[src/rtl/pflash_pkg.sv]
package pflash_pkg;

    localparam int AW = 16;
    localparam int DW = 16;
    localparam int TOGGLE_BIT = 6;
    localparam int CONFIRM_PAIRS = 3;

    localparam logic [AW-1:0] UNLOCK_ADDR_A = 16'h5555;
    localparam logic [AW-1:0] UNLOCK_ADDR_B = 16'h2AAA;
    localparam logic [DW-1:0] KEY_A = 16'h00AA;
    localparam logic [DW-1:0] KEY_B = 16'h0055;
    localparam logic [DW-1:0] CMD_WORD = 16'h00A0;
    localparam logic [DW-1:0] CMD_ERASE_SETUP = 16'h0080;
    localparam logic [DW-1:0] CMD_SECTOR = 16'h0030;
    localparam logic [DW-1:0] CMD_CHIP = 16'h0010;

    typedef enum logic [1:0] {
        OP_PROG = 2'd0,
        OP_SECT = 2'd1,
        OP_CHIP = 2'd2,
        OP_NONE = 2'd3
    } op_e;

    typedef enum logic [2:0] {
        ST_IDLE  = 3'b001,
        ST_WRITE = 3'b010,
        ST_POLL  = 3'b100
    } st_e;

    typedef struct packed {
        logic [AW-1:0] addr;
        logic [DW-1:0] data;
    } bus_wr_t;

    function automatic logic [2:0] seq_len(op_e op);
        return (op == OP_PROG) ? 3'd4 : 3'd6;
    endfunction

    function automatic logic [AW-1:0] sector_base(logic [AW-1:0] a, int sect_aw);
        logic [AW-1:0] mask;
        mask = '1;
        mask = mask << sect_aw;
        return a & mask;
    endfunction

    function automatic bus_wr_t seq_word(op_e op, logic [2:0] idx,
                                         logic [AW-1:0] tgt, logic [DW-1:0] wdat,
                                         int sect_aw);
        bus_wr_t w;
        case (idx)
            3'd0: w = '{UNLOCK_ADDR_A, KEY_A};
            3'd1: w = '{UNLOCK_ADDR_B, KEY_B};
            3'd2: w = '{UNLOCK_ADDR_A, (op == OP_PROG) ? CMD_WORD : CMD_ERASE_SETUP};
            3'd3: w = (op == OP_PROG) ? '{tgt, wdat} : '{UNLOCK_ADDR_A, KEY_A};
            3'd4: w = '{UNLOCK_ADDR_B, KEY_B};
            default: w = (op == OP_SECT) ? '{sector_base(tgt, sect_aw), CMD_SECTOR}
                                         : '{UNLOCK_ADDR_A, CMD_CHIP};
        endcase
        return w;
    endfunction

    function automatic logic [AW-1:0] poll_addr(op_e op, logic [AW-1:0] tgt, int sect_aw);
        case (op)
            OP_PROG: return tgt;
            OP_SECT: return sector_base(tgt, sect_aw);
            default: return UNLOCK_ADDR_A;
        endcase
    endfunction

endpackage

[src/rtl/pflash_slot_timer.sv]
module pflash_slot_timer #(
    parameter int LEN_A = 3,
    parameter int LEN_B = 4
) (
    input  logic clk,
    input  logic rst,
    input  logic run,
    output logic in_b,
    output logic last
);
    localparam int TOT = LEN_A + LEN_B;
    localparam int CW = $clog2(TOT + 1);
    localparam logic [CW-1:0] A_END = CW'(LEN_A);
    localparam logic [CW-1:0] T_END = CW'(TOT - 1);

    logic [CW-1:0] cnt_q;

    always_ff @(posedge clk) begin
        if (rst || !run) begin
            cnt_q <= '0;
        end else if (cnt_q == T_END) begin
            cnt_q <= '0;
        end else begin
            cnt_q <= cnt_q + CW'(1);
        end
    end

    assign in_b = run && (cnt_q >= A_END);
    assign last = run && (cnt_q == T_END);
endmodule

[src/rtl/pflash_toggle_judge.sv]
module pflash_toggle_judge #(
    parameter int AGREE_N = 3
) (
    input  logic clk,
    input  logic rst,
    input  logic clear,
    input  logic sample,
    input  logic bit_in,
    output logic settle
);
    localparam int CW = $clog2(AGREE_N + 1);
    localparam logic [CW-1:0] NEED = CW'(AGREE_N - 1);

    logic          have_prev_q;
    logic          prev_q;
    logic [CW-1:0] agree_q;
    logic          same;

    assign same = have_prev_q && (bit_in == prev_q);
    assign settle = sample && same && (agree_q == NEED);

    always_ff @(posedge clk) begin
        if (rst || clear) begin
            have_prev_q <= 1'b0;
            prev_q      <= 1'b0;
            agree_q     <= '0;
        end else if (sample) begin
            have_prev_q <= 1'b1;
            prev_q      <= bit_in;
            if (!same) begin
                agree_q <= '0;
            end else if (agree_q != NEED) begin
                agree_q <= agree_q + CW'(1);
            end
        end
    end
endmodule

[src/rtl/pflash_wr_ctrl.sv]
module pflash_wr_ctrl
    import pflash_pkg::*;
#(
    parameter int T_WPH = 3,
    parameter int T_WP = 4,
    parameter int T_RGAP = 2,
    parameter int T_RD = 7,
    parameter int SECTOR_AW = 11,
    parameter int TO_PROG = 2000,
    parameter int TO_SECT = 2500000,
    parameter int TO_CHIP = 10000000
) (
    input  logic          clk,
    input  logic          rst,
    input  logic          req_valid,
    input  logic [1:0]    req_op,
    input  logic [AW-1:0] req_addr,
    input  logic [DW-1:0] req_data,
    output logic          busy,
    output logic          done,
    output logic          timeout,
    output logic [AW-1:0] fl_addr,
    output logic [DW-1:0] fl_dq_o,
    output logic          fl_dq_oe,
    input  logic [DW-1:0] fl_dq_i,
    output logic          fl_ce_n,
    output logic          fl_oe_n,
    output logic          fl_we_n
);
    localparam int TO_MAX_A = (TO_PROG > TO_SECT) ? TO_PROG : TO_SECT;
    localparam int TO_MAX = (TO_MAX_A > TO_CHIP) ? TO_MAX_A : TO_CHIP;
    localparam int TW = $clog2(TO_MAX + 1);

    function automatic logic [TW-1:0] lim_of(op_e o);
        case (o)
            OP_PROG: return TW'(TO_PROG);
            OP_SECT: return TW'(TO_SECT);
            default: return TW'(TO_CHIP);
        endcase
    endfunction

    st_e           st_q;
    op_e           op_q;
    op_e           req_kind;
    logic [AW-1:0] tgt_q;
    logic [DW-1:0] wdat_q;
    logic [2:0]    idx_q;
    logic [TW-1:0] tmr_q;
    logic [TW-1:0] lim_q;
    logic          done_q;
    logic          to_q;
    logic          wr_in_b, wr_last;
    logic          rd_in_b, rd_last;
    logic          settle;
    bus_wr_t       cur_wr;

    assign req_kind = op_e'(req_op);
    assign cur_wr = seq_word(op_q, idx_q, tgt_q, wdat_q, SECTOR_AW);

    pflash_slot_timer #(.LEN_A(T_WPH), .LEN_B(T_WP)) wr_tmr_i (
        .clk(clk), .rst(rst), .run(st_q == ST_WRITE),
        .in_b(wr_in_b), .last(wr_last)
    );

    pflash_slot_timer #(.LEN_A(T_RGAP), .LEN_B(T_RD)) rd_tmr_i (
        .clk(clk), .rst(rst), .run(st_q == ST_POLL),
        .in_b(rd_in_b), .last(rd_last)
    );

    pflash_toggle_judge #(.AGREE_N(CONFIRM_PAIRS)) judge_i (
        .clk(clk), .rst(rst), .clear(st_q != ST_POLL),
        .sample(rd_last), .bit_in(fl_dq_i[TOGGLE_BIT]), .settle(settle)
    );

    always_ff @(posedge clk) begin
        if (rst) begin
            st_q   <= ST_IDLE;
            op_q   <= OP_PROG;
            tgt_q  <= '0;
            wdat_q <= '0;
            idx_q  <= '0;
            tmr_q  <= '0;
            lim_q  <= '0;
            done_q <= 1'b0;
            to_q   <= 1'b0;
        end else begin
            done_q <= 1'b0;
            to_q   <= 1'b0;
            case (st_q)
                ST_IDLE: begin
                    if (req_valid && req_kind != OP_NONE) begin
                        op_q   <= req_kind;
                        tgt_q  <= req_addr;
                        wdat_q <= req_data;
                        idx_q  <= '0;
                        lim_q  <= lim_of(req_kind);
                        st_q   <= ST_WRITE;
                    end
                end
                ST_WRITE: begin
                    if (wr_last) begin
                        if (idx_q == seq_len(op_q) - 3'd1) begin
                            st_q  <= ST_POLL;
                            tmr_q <= '0;
                        end else begin
                            idx_q <= idx_q + 3'd1;
                        end
                    end
                end
                ST_POLL: begin
                    tmr_q <= tmr_q + TW'(1);
                    if (settle) begin
                        st_q   <= ST_IDLE;
                        done_q <= 1'b1;
                    end else if (tmr_q == lim_q - TW'(1)) begin
                        st_q <= ST_IDLE;
                        to_q <= 1'b1;
                    end
                end
                default: st_q <= ST_IDLE;
            endcase
        end
    end

    always_comb begin
        fl_ce_n  = 1'b1;
        fl_we_n  = 1'b1;
        fl_oe_n  = 1'b1;
        fl_dq_oe = 1'b0;
        fl_addr  = '0;
        fl_dq_o  = '0;
        case (st_q)
            ST_WRITE: begin
                fl_ce_n  = 1'b0;
                fl_we_n  = !wr_in_b;
                fl_dq_oe = 1'b1;
                fl_addr  = cur_wr.addr;
                fl_dq_o  = cur_wr.data;
            end
            ST_POLL: begin
                fl_ce_n = 1'b0;
                fl_oe_n = !rd_in_b;
                fl_addr = poll_addr(op_q, tgt_q, SECTOR_AW);
            end
            default: ;
        endcase
    end

    assign busy    = (st_q != ST_IDLE);
    assign done    = done_q;
    assign timeout = to_q;
endmodule

[config.mk]
export PLATFORM = sky130hd
export DESIGN_NAME = pflash_wr_ctrl
export DESIGN_NICKNAME = d
export VERILOG_FILES = /design/src/rtl/pflash_pkg.sv /design/src/rtl/pflash_slot_timer.sv /design/src/rtl/pflash_toggle_judge.sv /design/src/rtl/pflash_wr_ctrl.sv
export SDC_FILE = /design/constraint.sdc
export NUM_CORES = 1
export LEC_CHECK = 0
export ABC_AREA = 1
export BUFFER_PORTS_ARGS = -buffer_cell sky130_fd_sc_hd__buf_2
export CORE_UTILIZATION = 45
export CTS_CLUSTER_SIZE = 8
export DETAILED_ROUTE_END_ITERATION = 6
export GPL_TIMING_DRIVEN = 0
export PLACE_DENSITY = 0.67
export RECOVER_POWER = 50
export SLEW_MARGIN = 15
export SYNTH_ARGS = -nofsm -noshare
export SYNTH_HDL_FRONTEND = slang
export SYNTH_SLANG_ARGS = --single-unit
export TNS_END_PERCENT = 30
[constraint.sdc]
create_clock -name clk -period 3.07 [get_ports clk]
set_clock_uncertainty 0.2 [all_clocks]
set_input_delay 0.614 -clock clk [delete_from_list [all_inputs] [get_ports clk]]
set_output_delay 0.614 -clock clk [all_outputs]
set_load 0.005 [all_outputs]
==> summary.md, run 1 <==
| Metric | Value |
|---|---|
| Peak VDD IR | 0.268 mV |
| Die ar. | 10600 µm² |
| Worst r2r dst | tmr_q[12] |
| Number of CTS-inserted buffers | 9 |
| Highest Clock Rate | 0.332 GHz |
| Syn Nets | 762 |
| Die width | 103 µm |
| Mapped Area | 4600 µm² |
| Clk sink count | 83 |
| Sequential cell area | 1670 µm² |
| Worst Path Required | 2.26 ns |
| Combinational group share of total power | 0.345 |
| Initial core utilization | 0.469 |
| Crit-path slowest cell | dfxtp_4 |
| Final Setup Violations | 0 |
| Global routing's busiest layer | met2 |
| Max Cap Viol | 0 |
| XOR/XNOR Fraction of Synth Area | 0.0152 |
| Measured slew at the worst slew-check pin | 0.673 ns |
| Hpwl dp | 9140 µm |
| Dpl cells | 903 |
| Cell Pwr Density | 579 nW/µm² |
| Via count | 4730 |
| Register area share after synthesis | 0.361 |
| Vias/cell | 5.09 |
| Core footprint | 9820 µm² |
| Fillers | 1023 |
| Critical path data arrival time | 2.19 ns |
| Post-route cell area | 5470 µm² |
| Dpl cell area | 5150 µm² |
| Vias in the first global route | 4249 |
| DIE HEIGHT | 103 µm |
| CP cell instances | inv_1 -> ha_1 -> inv_2 -> nor2_4 -> nor2_4 -> nand2_4 -> nor2_4 -> inv_2 -> nand2_4 -> o21a_1 -> o221ai_1 -> nand2_1 -> buf_2 |
| Switching Share | 0.390 |
| Internal | 1.93 mW |
| H-tree lvl count | 3 |
| Multi-input combinational cell area | 2570 µm² |
| Register bit total from synthesis | 83 |
| Port buffer count | 76 |
| Top FF cell, synth | dfxtp_1 |
| R2R setup slack | 0.47 ns |
| Initial antenna violation count | 0 |
| Relative slew margins | 0.550 |
| Gpl congestion | 0.873 |
| GR Layer Usage met1 | 0.316 |
| Multiplexer share of the synthesized area | 0 |
| Largest area contributor in the netlist | dfxtp_1 |
| Clk buf depth | 2 |
| CP endpoint kind | output port |
| Yosys cell types | 46 |
| Global route overflow | 0 |
| Part of the cycle the worst path needs | 0.980 |
| Root Driver | clkbuf_8 |
| Min-delay worst type | reg2reg |
| DRT iter0 DRCs | 198 |
| Synth-to-layout area growth | 19.0% |
| Slowest stage delay, CP | 0.39 ns |
| 1st-pass router iterations | 5 |
| Reg clk slew, reported paths | 0.08 ns |
| Row count | 36 |
| Avg WL per Cell | 12.8 µm |
| Pins over their slew limit | 0 |
| Ratio of cells with drive above 1 in the final layout | 0.178 |
| Hold Path Sink | wdat_q[13] |
| Residual DRC | 0 |
| CP dominant cell by count | nor2_4 |
| Largest net degree at the start of global routing | 15 |
| Clock power frac | 0.237 |
| R2R cell count | 8 |
| Top-area cell type share of the netlist area | 0.361 |
| Met3 Use GR | 0.0380 |
| Final net count | 859 |
| Post-Synthesis Cells | 694 |
| N_diodes | 0 |
| Fin Hold WS | 0.256 ns |
| Status | completed |
| Yosys warning count | 0 |
| Hold Fails Final Rpt | 0 |
| Total wire length | 11900 µm |
| Met2 usage | 0.377 |
| Critical path launch point type | register |
| Seq pwr share | 0.418 |
| Number of enable flip-flop cells after synthesis | 0 |
| RR Startpoint | idx_q[1] |
| Critical path type | reg2out |
| Hold Path Depth | 2 |
| Largest family of logic cells by synthesized area | simple AND/OR/NAND/NOR gates |
| TritonCTS clock tree | built |
| P_sw | 1.24 mW |
| Average cell area after synthesis | 6.63 µm² |
| Synth Area in Adders | 0.0408 |
| Top cells by area, synth | dfxtp_1, nand2_1, nor2_1 |
| Worst Path Max Fanout | 7 |
| Pleak | 2.46 nW |
| GRT Overall Usage | 0.234 |
| Clk_lat worst skew | 0.36 ns |
| Final min period | 3.01 ns |
| Num ports | 92 |
| Compound-gate portion of the synthesized area | 0.164 |
| FFs w/ async S/R, synth | 0 |
| Hold_sp | wdat_q[13] |
| Final cell count without fillers | 929 |
| Post-DRT Antenna Nets | 0 |
| Simple-gate share of the synthesized area | 0.328 |
| First-pass GRT wire length | 19300 µm |
## kinds of logic (layout without fill, tap and decap cells)
logic type,after synthesis,in the layout
AO/OA/AOI/OAI,134,134
XOR/XNOR,8,8
adder cells (fa/ha/maj),15,15
buffers and inverters,109,211
flip-flops,83,83
AND/OR/NAND/NOR,345,345
## stage by stage
step / setup TNS, ns / util / worst slack [ns] / power [mW]
floorplan: 0 / - / 0.463 / 2.09
global placement: 0 / 0.524 / 0.0307 / 2.37
detailed placement: -0.0653 / 0.524 / -0.0327 / 2.39
CTS: 0 / 0.548 / 0.00871 / 3.16
global route: -0.0519 / 0.557 / -0.0291 / 3.40
finish: 0 / 0.557 / 0.0611 / 3.17
## flip-flops by register name (all words and copies together), names as in the netlist
signal / flops
judge_i.prev_q: 1
judge_i.agree_q: 2
done: 1
lim_q: 6
tmr_q: 24
idx_q: 3
judge_i.have_prev_q: 1
tgt_q: 16
wr_tmr_i.cnt_q: 3
rd_tmr_i.cnt_q: 4
wdat_q: 16
op_q: 2
timeout: 1
st_q: 3
## how the worst max path moves through the flow
stage                  endpoint      from  slack [ns]
floorplan           fl_addr[12]  idx_q[0]        0.46
detailed placement  fl_addr[12]  idx_q[0]       -0.03
global route        fl_addr[12]  idx_q[0]       -0.03
CTS                 fl_addr[14]  idx_q[0]       0.009
finish              fl_addr[14]  idx_q[0]        0.06
global placement    fl_addr[14]  idx_q[0]        0.03
## repair_timing
action / 4_1_cts / 5_1_grt
resized for setup: 16 / 17
setup endpoints to repair: 17 / 17
hold buffers: 0 / 0
pin swaps: 0 / 6
setup buffers: 0 / 10
## cells in the mapped netlist (2+ instances only)
| library cell | number |
|---|---|
| clkbuf_1 | 16 |
| nor4_1 | 4 |
| inv_2 | 4 |
| nand2_1 | 130 |
| a21oi_1 | 41 |
| xor2_1 | 7 |
| nor3b_2 | 2 |
| inv_1 | 80 |
| ha_1 | 15 |
| nand3_1 | 37 |
| clkinv_1 | 3 |
| clkinv_2 | 2 |
| nor2_2 | 7 |
| nand2_2 | 4 |
| buf_2 | 3 |
| o21ai_0 | 64 |
| nand3_2 | 3 |
| o221ai_1 | 3 |
| nand4_1 | 5 |
| a31oi_1 | 4 |
| o21ai_1 | 5 |
| o21bai_2 | 2 |
| o21a_1 | 2 |
| dfxtp_1 | 83 |
| a211oi_1 | 4 |
| nor2_1 | 130 |
| nor3_1 | 15 |
## critical path, delay by kind of cell, from the launching register on
family | cells | cell delay [ns]
AOI/OAI and AO/OA | 2 | 0.27
buffers and inverters | 4 | 0.35
adders and majority gates | 1 | 0.21
and+or+nand+nor | 6 | 0.63
DFF | 1 | 0.39
## power by group through the flow
stage	Sequential (mW)	Clock (mW)	Combinational [mW]
finish	1.33	0.751	1.09
detailed placement	1.35	0	1.04
global route	1.34	0.813	1.25
CTS	1.33	0.772	1.06
global placement	1.34	0	1.02
floorplan	1.32	0	0.770
## final cells by class
cell class              count  area share
well taps                 133      0.0304
clock buffers              12      0.0283
plain buffers              19      0.0146
flip-flops and latches     83       0.305
repair buffers             86      0.0825
clock inverters             4     0.00594
multi-input cells         502       0.469
inverters                  90      0.0640
## cells in the final DEF, fill, tap and decap left out, drive strengths merged, types with 2 or more instances in the layout
| cell | Yosys | final |
|---|---|---|
| nor3b | 3 | 3 |
| nor4 | 4 | 4 |
| o21ai | 70 | 70 |
| nor2 | 138 | 138 |
| nand4 | 6 | 6 |
| nand2 | 135 | 135 |
| dfxtp | 83 | 83 |
| a21oi | 43 | 43 |
| o21bai | 2 | 2 |
| nand3 | 41 | 41 |
| o21a | 2 | 2 |
| nor3 | 17 | 17 |
| buf | 3 | 84 |
| a31oi | 4 | 4 |
| clkbuf | 16 | 33 |
| xor2 | 7 | 7 |
| inv | 85 | 87 |
| o221ai | 3 | 3 |
| clkinv | 5 | 5 |
| ha | 15 | 15 |
| a211oi | 4 | 4 |
| clkinvlp | 0 | 2 |
## per-layer routing
metal | part of all wire | wire length [µm] | up-vias
li1 | - | - | 2437
met1 | 0.49 | 5870 | 2147
met2 | 0.44 | 5300 | 124
met3 | 0.046 | 544 | 22
met4 | 0.017 | 202 | 0
met5 | 0 | 0 | -
No activity file was read; power rests on OpenSTA's default activity.
==> inputs of run 2 (changes only) <==
BUFFER_PORTS_ARGS = not set   (was -buffer_cell sky130_fd_sc_hd__buf_2)
DONT_BUFFER_PORTS = 1   (was not set)
PLACE_DENSITY = not set   (was 0.67)
==> run 2 against run 1 <==
Clock power rose by 17%. Fmax rose by 0.86%. Setup slack improved by 0.026 ns. Core utilization fell by 4.1 points. Design area fell by 7.4%. Sequential share of layout area rose by 2.4 points. Count of clock-buffer cells in the layout did not move. Total power rose by 1.8%. Register-to-register slack got worse by 0.07 ns. Critical path depth fell by 2. Non-clock buffer count fell by 81. Critical endpoint is now fl_addr[10].
==> summary.md, run 2 (synthesis results as in run 1) <==
| Metric | Value |
|---|---|
| Peak VDD IR | 0.372 mV (was 0.268 mV) |
| Relative slew margins | 0.567 (was 0.550) |
| Status | completed (unchanged) |
| Critical path data arrival time | 2.17 ns (was 2.19 ns) |
| Avg WL per Cell | 14.0 µm (was 12.8 µm) |
| TritonCTS clock tree | built (unchanged) |
| Row count | 36 (unchanged) |
| Reg clk slew, reported paths | 0.08 ns (about the same) |
| Number of CTS-inserted buffers | 9 (unchanged) |
| Clk_lat worst skew | 0.36 ns (about the same) |
| Post-DRT Antenna Nets | 0 (unchanged) |
| Global route overflow | 0 (unchanged) |
| Hold_sp | rst (was wdat_q[13]) |
| Gpl congestion | 0.840 (was 0.873) |
| 1st-pass router iterations | 5 (unchanged) |
| Hold Path Sink | lim_q[21] (was wdat_q[13]) |
| Unrepaired setup endpoints after global routing | true |
| CP endpoint kind | output port (unchanged) |
| Final net count | 778 (was 859) |
| Clk sink count | 83 (unchanged) |
| Dpl cells | 827 (was 903) |
| Critical path launch point type | register (unchanged) |
| Highest Clock Rate | 0.335 GHz (was 0.332 GHz) |
| DIE HEIGHT | 103 µm (unchanged) |
| R2R cell count | 8 (unchanged) |
| Total wire length | 11900 µm (about the same) |
| Most common cell after layout, fill and taps aside | nand2_1 (was nor2_1) |
| R2R setup slack | 0.40 ns (was 0.47 ns) |
| Max Cap Viol | 0 (unchanged) |
| Final Setup Violations | 0 (unchanged) |
| Residual DRC | 0 (unchanged) |
| Initial core utilization | 0.469 (unchanged) |
| Core footprint | 9820 µm² (unchanged) |
| Num ports | 92 (unchanged) |
| First-pass GRT wire length | 19400 µm (was 19300 µm) |
| Vias in the first global route | 4099 (was 4249) |
| Die width | 103 µm (unchanged) |
| Worst Path Max Fanout | 9 (was 7) |
| Pleak | 2.12 nW (was 2.46 nW) |
| N_diodes | 0 (unchanged) |
| Cell Pwr Density | 637 nW/µm² (was 579 nW/µm²) |
| Hpwl dp | 9030 µm (was 9140 µm) |
| RR Startpoint | idx_q[1] (unchanged) |
| Vias/cell | 5.27 (was 5.09) |
| Worst Path Required | 2.26 ns (about the same) |
| Post-cts hold buffer count | 0 (unchanged) |
| Via count | 4472 (was 4730) |
| Final min period | 2.98 ns (was 3.01 ns) |
| Min-delay worst type | in2reg (was reg2reg) |
| Final cell count without fillers | 848 (was 929) |
| GRT Overall Usage | 0.238 (was 0.234) |
| Measured slew at the worst slew-check pin | 0.649 ns (was 0.673 ns) |
| Largest net degree at the start of global routing | 14 (was 15) |
| Pins over their slew limit | 0 (unchanged) |
| Root Driver | clkbuf_8 (unchanged) |
| Setup TNS | 0 ns (unchanged) |
| Clk buf depth | 2 (unchanged) |
| H-tree lvl count | 3 (unchanged) |
| Critical path type | reg2out (unchanged) |
| Port buffer count | 0 (was 76) |
| Max reg flops | 24 (unchanged) |
| Initial antenna violation count | 0 (unchanged) |
| Top reg by flops | tmr_q (unchanged) |
| DRT iter0 DRCs | 208 (was 198) |
| Part of the cycle the worst path needs | 0.972 (was 0.980) |
| Largest registers | tmr_q (24), tgt_q (16), wdat_q (16) (unchanged) |
| Hold Path Depth | 1 (was 2) |
| Ratio of cells with drive above 1 in the final layout | 0.0867 (was 0.178) |
| Worst r2r dst | tmr_q[11] (was tmr_q[12]) |
| Hold Fails Final Rpt | 0 (unchanged) |
| Most frequent cells in the layout | nand2_1, nor2_1, inv_1, dfxtp_1, o21ai_0 (was nor2_1, nand2_1, dfxtp_1, inv_1, buf_2) |
| Fillers | 1061 (was 1023) |
| Die ar. | 10600 µm² (unchanged) |
| Synth-to-layout area growth | 10.2% (was 19.0%) |
## run 2: changes by cell type in the layout (fill, tap and decap cells not counted), sizes merged
cell	delta
clkinv	+1
clkinvlp	-2
inv	-1
clkbuf	-4
buf	-77
bufinv	+2
## run 2: critical path, cell delays in order (launching register included)
cell     delay, ns
dfxtp_4       0.37
ha_1          0.20
ha_1          0.18
buf_6         0.14
inv_8         0.07
nand2_1       0.08
nor2_2        0.14
inv_2         0.07
nand2_4       0.10
buf_4         0.12
nor2_1        0.03
o21ai_0       0.29
## run 2: per-stage QoR
step,setup slack (ns),utilization,instance area (µm²),total power [mW],hold slack (ns)
6_report,0.0867,0.516,5070,3.23,0.124
3_5_place_dp,0.0225,0.485,4770,2.33,0.251
4_1_cts,0.0153,0.510,5010,3.22,0.108
5_1_grt,0.00315,0.516,5070,3.47,0.100
3_3_place_gp,0.111,0.485,4770,2.31,0.240
2_1_floorplan,0.463,-,4600,2.09,0.230
## run 2: layout make-up
cell class	count	area, µm²	share of cell area
inverters	90	350	0.0691
repair buffers	5	37.5	0.00740
flip-flops and latches	83	1670	0.329
clock inverters	4	73.8	0.0146
well taps	133	166	0.0328
multi-input cells	502	2550	0.502
plain buffers	19	81.3	0.0160
clock buffers	12	145	0.0286
## run 2: repair_timing
| action | in CTS | in global routing |
|---|---|---|
| pin swaps | 0 | 5 |
| setup endpoints to repair | 17 | 19 |
| cloned | 0 | 0 |
| buffers inserted | 0 | 5 |
| resized for setup | 8 | 14 |
## run 2: worst max path at each step
| stage | start | end | slack, ns | cells past startpoint |
|---|---|---|---|---|
| 2_1_floorplan | idx_q[0] | fl_addr[12] | 0.46 | 11 |
| 3_3_place_gp | idx_q[0] | fl_addr[12] | 0.11 | 11 |
| 3_5_place_dp | idx_q[0] | fl_addr[12] | 0.02 | 11 |
| 4_1_cts | idx_q[0] | fl_addr[12] | 0.02 | 11 |
| 5_1_grt | idx_q[0] | fl_addr[12] | 0.003 | 10 |
| 6_report | idx_q[0] | fl_addr[10] | 0.09 | 11 |
## run 2: power by group
group	internal, mW	switching (mW)
registers	1.23	0.101
logic	0.315	0.709
clock network	0.481	0.397
total	2.02	1.21
## run 2: metal layers
metal  part of all wire  vias to the layer above  wire length [µm]  global-route usage
met2               0.44                      123              5180               0.379
met4              0.014                        0               161              0.0693
li1                   -                     2276                 -                   -
met1               0.48                     2058              5750               0.318
met5                  0                        -                 0                   0
met3              0.068                       15               806              0.0624
==> inputs of run 3 (changes only) <==
CORE_UTILIZATION = 64   (was 45)
PLACE_DENSITY = 0.8   (was not set)
==> run 3 against run 2 <==
Critical path type unchanged. Design area is 1.8% lower. Critical endpoint is now fl_addr[14]. Core utilization grew 21 points. Die area decreased by 29%. Sequential share of layout area is 0.59 points higher. Largest power group unchanged. Fmax shrank 0.23%. Non-clock buffer count is 2 lower.
==> summary.md, run 3 (synthesis results as in run 1) <==
| Metric | Value |
|---|---|
| Status | completed (unchanged) |
| Setup ws final | 0.0798 ns (was 0.0867 ns) |
| Measured slew at the worst slew-check pin | 0.616 ns (was 0.649 ns) |
| Pleak | 2.10 nW (was 2.12 nW) |
| Worst Path Max Fanout | 7 (was 9) |
| Largest net degree at the start of global routing | 16 (was 14) |
| CP endpoint kind | output port (unchanged) |
| Row count | 30 (was 36) |
| Ratio of cells with drive above 1 in the final layout | 0.0799 (was 0.0867) |
| Via count | 4594 (was 4472) |
| Hpwl dp | 8650 µm (was 9030 µm) |
| Pins over their slew limit | 0 (unchanged) |
| Core footprint | 6870 µm² (was 9820 µm²) |
| Final Setup Violations | 0 (unchanged) |
| Number of CTS-inserted buffers | 9 (unchanged) |
| Reg clk slew, reported paths | 0.09 ns (was 0.08 ns) |
| Synth-to-layout area growth | 8.27% (was 10.2%) |
| Cell Pwr Density | 641 nW/µm² (was 637 nW/µm²) |
| Final min period | 2.99 ns (was 2.98 ns) |
| Clk buf depth | 2 (unchanged) |
| Top reg by flops | tmr_q (unchanged) |
| Relative slew margins | 0.588 (was 0.567) |
| Num ports | 92 (unchanged) |
| Crit-path slowest cell | dfxtp_2 (was dfxtp_4) |
| Die ar. | 7530 µm² (was 10600 µm²) |
| CP cell instances | inv_1 -> ha_1 -> inv_1 -> nor2_2 -> nor2_2 -> nand2_1 -> nor2_2 -> inv_2 -> nand2_4 -> o21a_1 -> o221ai_1 -> nand2_1 (was ha_1 -> ha_1 -> buf_6 -> inv_8 -> nand2_1 -> nor2_2 -> inv_2 -> nand2_4 -> buf_4 -> nor2_1 -> o21ai_0) |
| Die width | 86.8 µm (was 103 µm) |
| Initial antenna violation count | 0 (unchanged) |
| Root Driver | clkbuf_8 (unchanged) |
| Setup TNS | 0 ns (unchanged) |
| Clk_lat worst skew | 0.37 ns (was 0.36 ns) |
| Hold Fails Final Rpt | 0 (unchanged) |
| Max reg flops | 24 (unchanged) |
| Crit path max-delay family | simple AND/OR/NAND/NOR gates (was buffers and inverters) |
| Vias in the first global route | 4040 (was 4099) |
| 1st-pass router iterations | 5 (unchanged) |
| Critical path type | reg2out (unchanged) |
| DIE HEIGHT | 86.8 µm (was 103 µm) |
| Highest Clock Rate | 0.334 GHz (was 0.335 GHz) |
| Residual DRC | 0 (unchanged) |
| Fin Hold WS | 0.113 ns (was 0.124 ns) |
| TritonCTS clock tree | built (unchanged) |
| Setup WS pre-CTS | 0.0982 ns (was 0.0225 ns) |
| Part of the cycle the worst path needs | 0.974 (was 0.972) |
| Port buffer count | 0 (unchanged) |
| Post-DRT Antenna Nets | 0 (unchanged) |
| Tot Pwr | 3.19 mW (was 3.23 mW) |
| WP buf/inv | 3 (was 4) |
| Slowest stage delay, CP | 0.38 ns (was 0.37 ns) |
| Avg WL per Cell | 14.1 µm (was 14.0 µm) |
| Most frequent cells in the layout | nand2_1, nor2_1, inv_1, dfxtp_1, o21ai_0 (unchanged) |
| First-pass GRT wire length | 18500 µm (was 19400 µm) |
| CP dominant cell by count | nor2_2 (was ha_1) |
| Final net count | 776 (was 778) |
| Vias/cell | 5.68 (was 5.27) |
| Largest registers | tmr_q (24), tgt_q (16), wdat_q (16) (unchanged) |
| N_diodes | 0 (unchanged) |
| Worst Path Required | 2.26 ns (about the same) |
| Critical path launch point type | register (unchanged) |
| Clk sink count | 83 (unchanged) |
| GRT Overall Usage | 0.315 (was 0.238) |
| Initial core utilization | 0.670 (was 0.469) |
| H-tree lvl count | 3 (unchanged) |
| Peak VDD IR | 0.417 mV (was 0.372 mV) |
| Min-delay worst type | in2reg (unchanged) |
| Global route overflow | 0 (unchanged) |
| Gpl congestion | 0.921 (was 0.840) |
| Critical path data arrival time | 2.18 ns (was 2.17 ns) |
| Max Cap Viol | 0 (unchanged) |
| Total wire length | 11400 µm (was 11900 µm) |
| DRT iter0 DRCs | 384 (was 208) |
| Post-cts hold buffer count | 0 (unchanged) |
[run 3: cell types whose count changed in the layout (fill, tap and decap cells not counted), sizes merged]
cell,delta
clkbuf,-1
buf,-3
clkinv,-1
clkinvlp,+1
inv,+3
bufinv,-1
[run 3: worst register-to-register path: cells and delay by family, from the launching register on]
| kind | cells | cell delay [ns] |
|---|---|---|
| AND/OR/NAND/NOR | 12 | 1.26 |
| flip-flops | 1 | 0.37 |
| buffers and inverters | 2 | 0.31 |
| adder cells (fa/ha/maj) | 1 | 0.29 |
| AO/OA/AOI/OAI | 1 | 0.19 |
[run 3: path summary, 6_finish.rpt]
| path | from | end | slack (ns) | depth (start not counted) |
|---|---|---|---|---|
| worst min-delay path | rst | lim_q[21] | 0.11 | 1 |
| worst max register to register | lim_q[21] | st_q[1] | 0.38 | 16 |
| worst min register to register | wdat_q[14] | wdat_q[14] | 0.26 | 2 |
| worst max-delay path | idx_q[1] | fl_addr[14] | 0.08 | 12 |
[run 3: area by class of cell]
cell class | instances | area, µm²
plain buffers | 19 | 78.8
clock buffers | 10 | 138
clock inverters | 6 | 71.3
fillers | 630 | 1890
inverters | 90 | 350
multi-input cells | 502 | 2530
flip-flops and latches | 83 | 1670
well taps | 96 | 120
repair buffers | 3 | 22.5
[run 3: where the power goes]
part           total (mW)  switching (mW)  internal, mW
Sequential           1.33          0.0999          1.23
Combinational        1.02           0.716         0.307
Clock               0.844           0.436         0.408
[run 3: layer usage]
layer / part of all wire / wire length, µm / GRT usage / vias up
met5: 0 / 0 / 0 / -
li1: - / - / - / 2280
met2: 0.44 / 5040 / 0.488 / 212
met1: 0.44 / 4990 / 0.418 / 2080
met3: 0.10 / 1160 / 0.0848 / 22
met4: 0.019 / 212 / 0.118 / 0
[run 3: what timing repair did]
action                                  CTS  global route
buffers inserted                          0             3
pin swaps                                 0             5
endpoints found under the setup margin   15            16
resized for setup                         6            14
cloned                                    0             0
[run 3: through the flow]
stage / cell area, µm² / cells / util
finish: 4980 / 809 / 0.725
global placement: 4720 / 790 / 0.687
global route: 4980 / 809 / 0.725
CTS: 4950 / 806 / 0.720
detailed placement: 4720 / 790 / 0.687
floorplan: 4600 / 694 / -
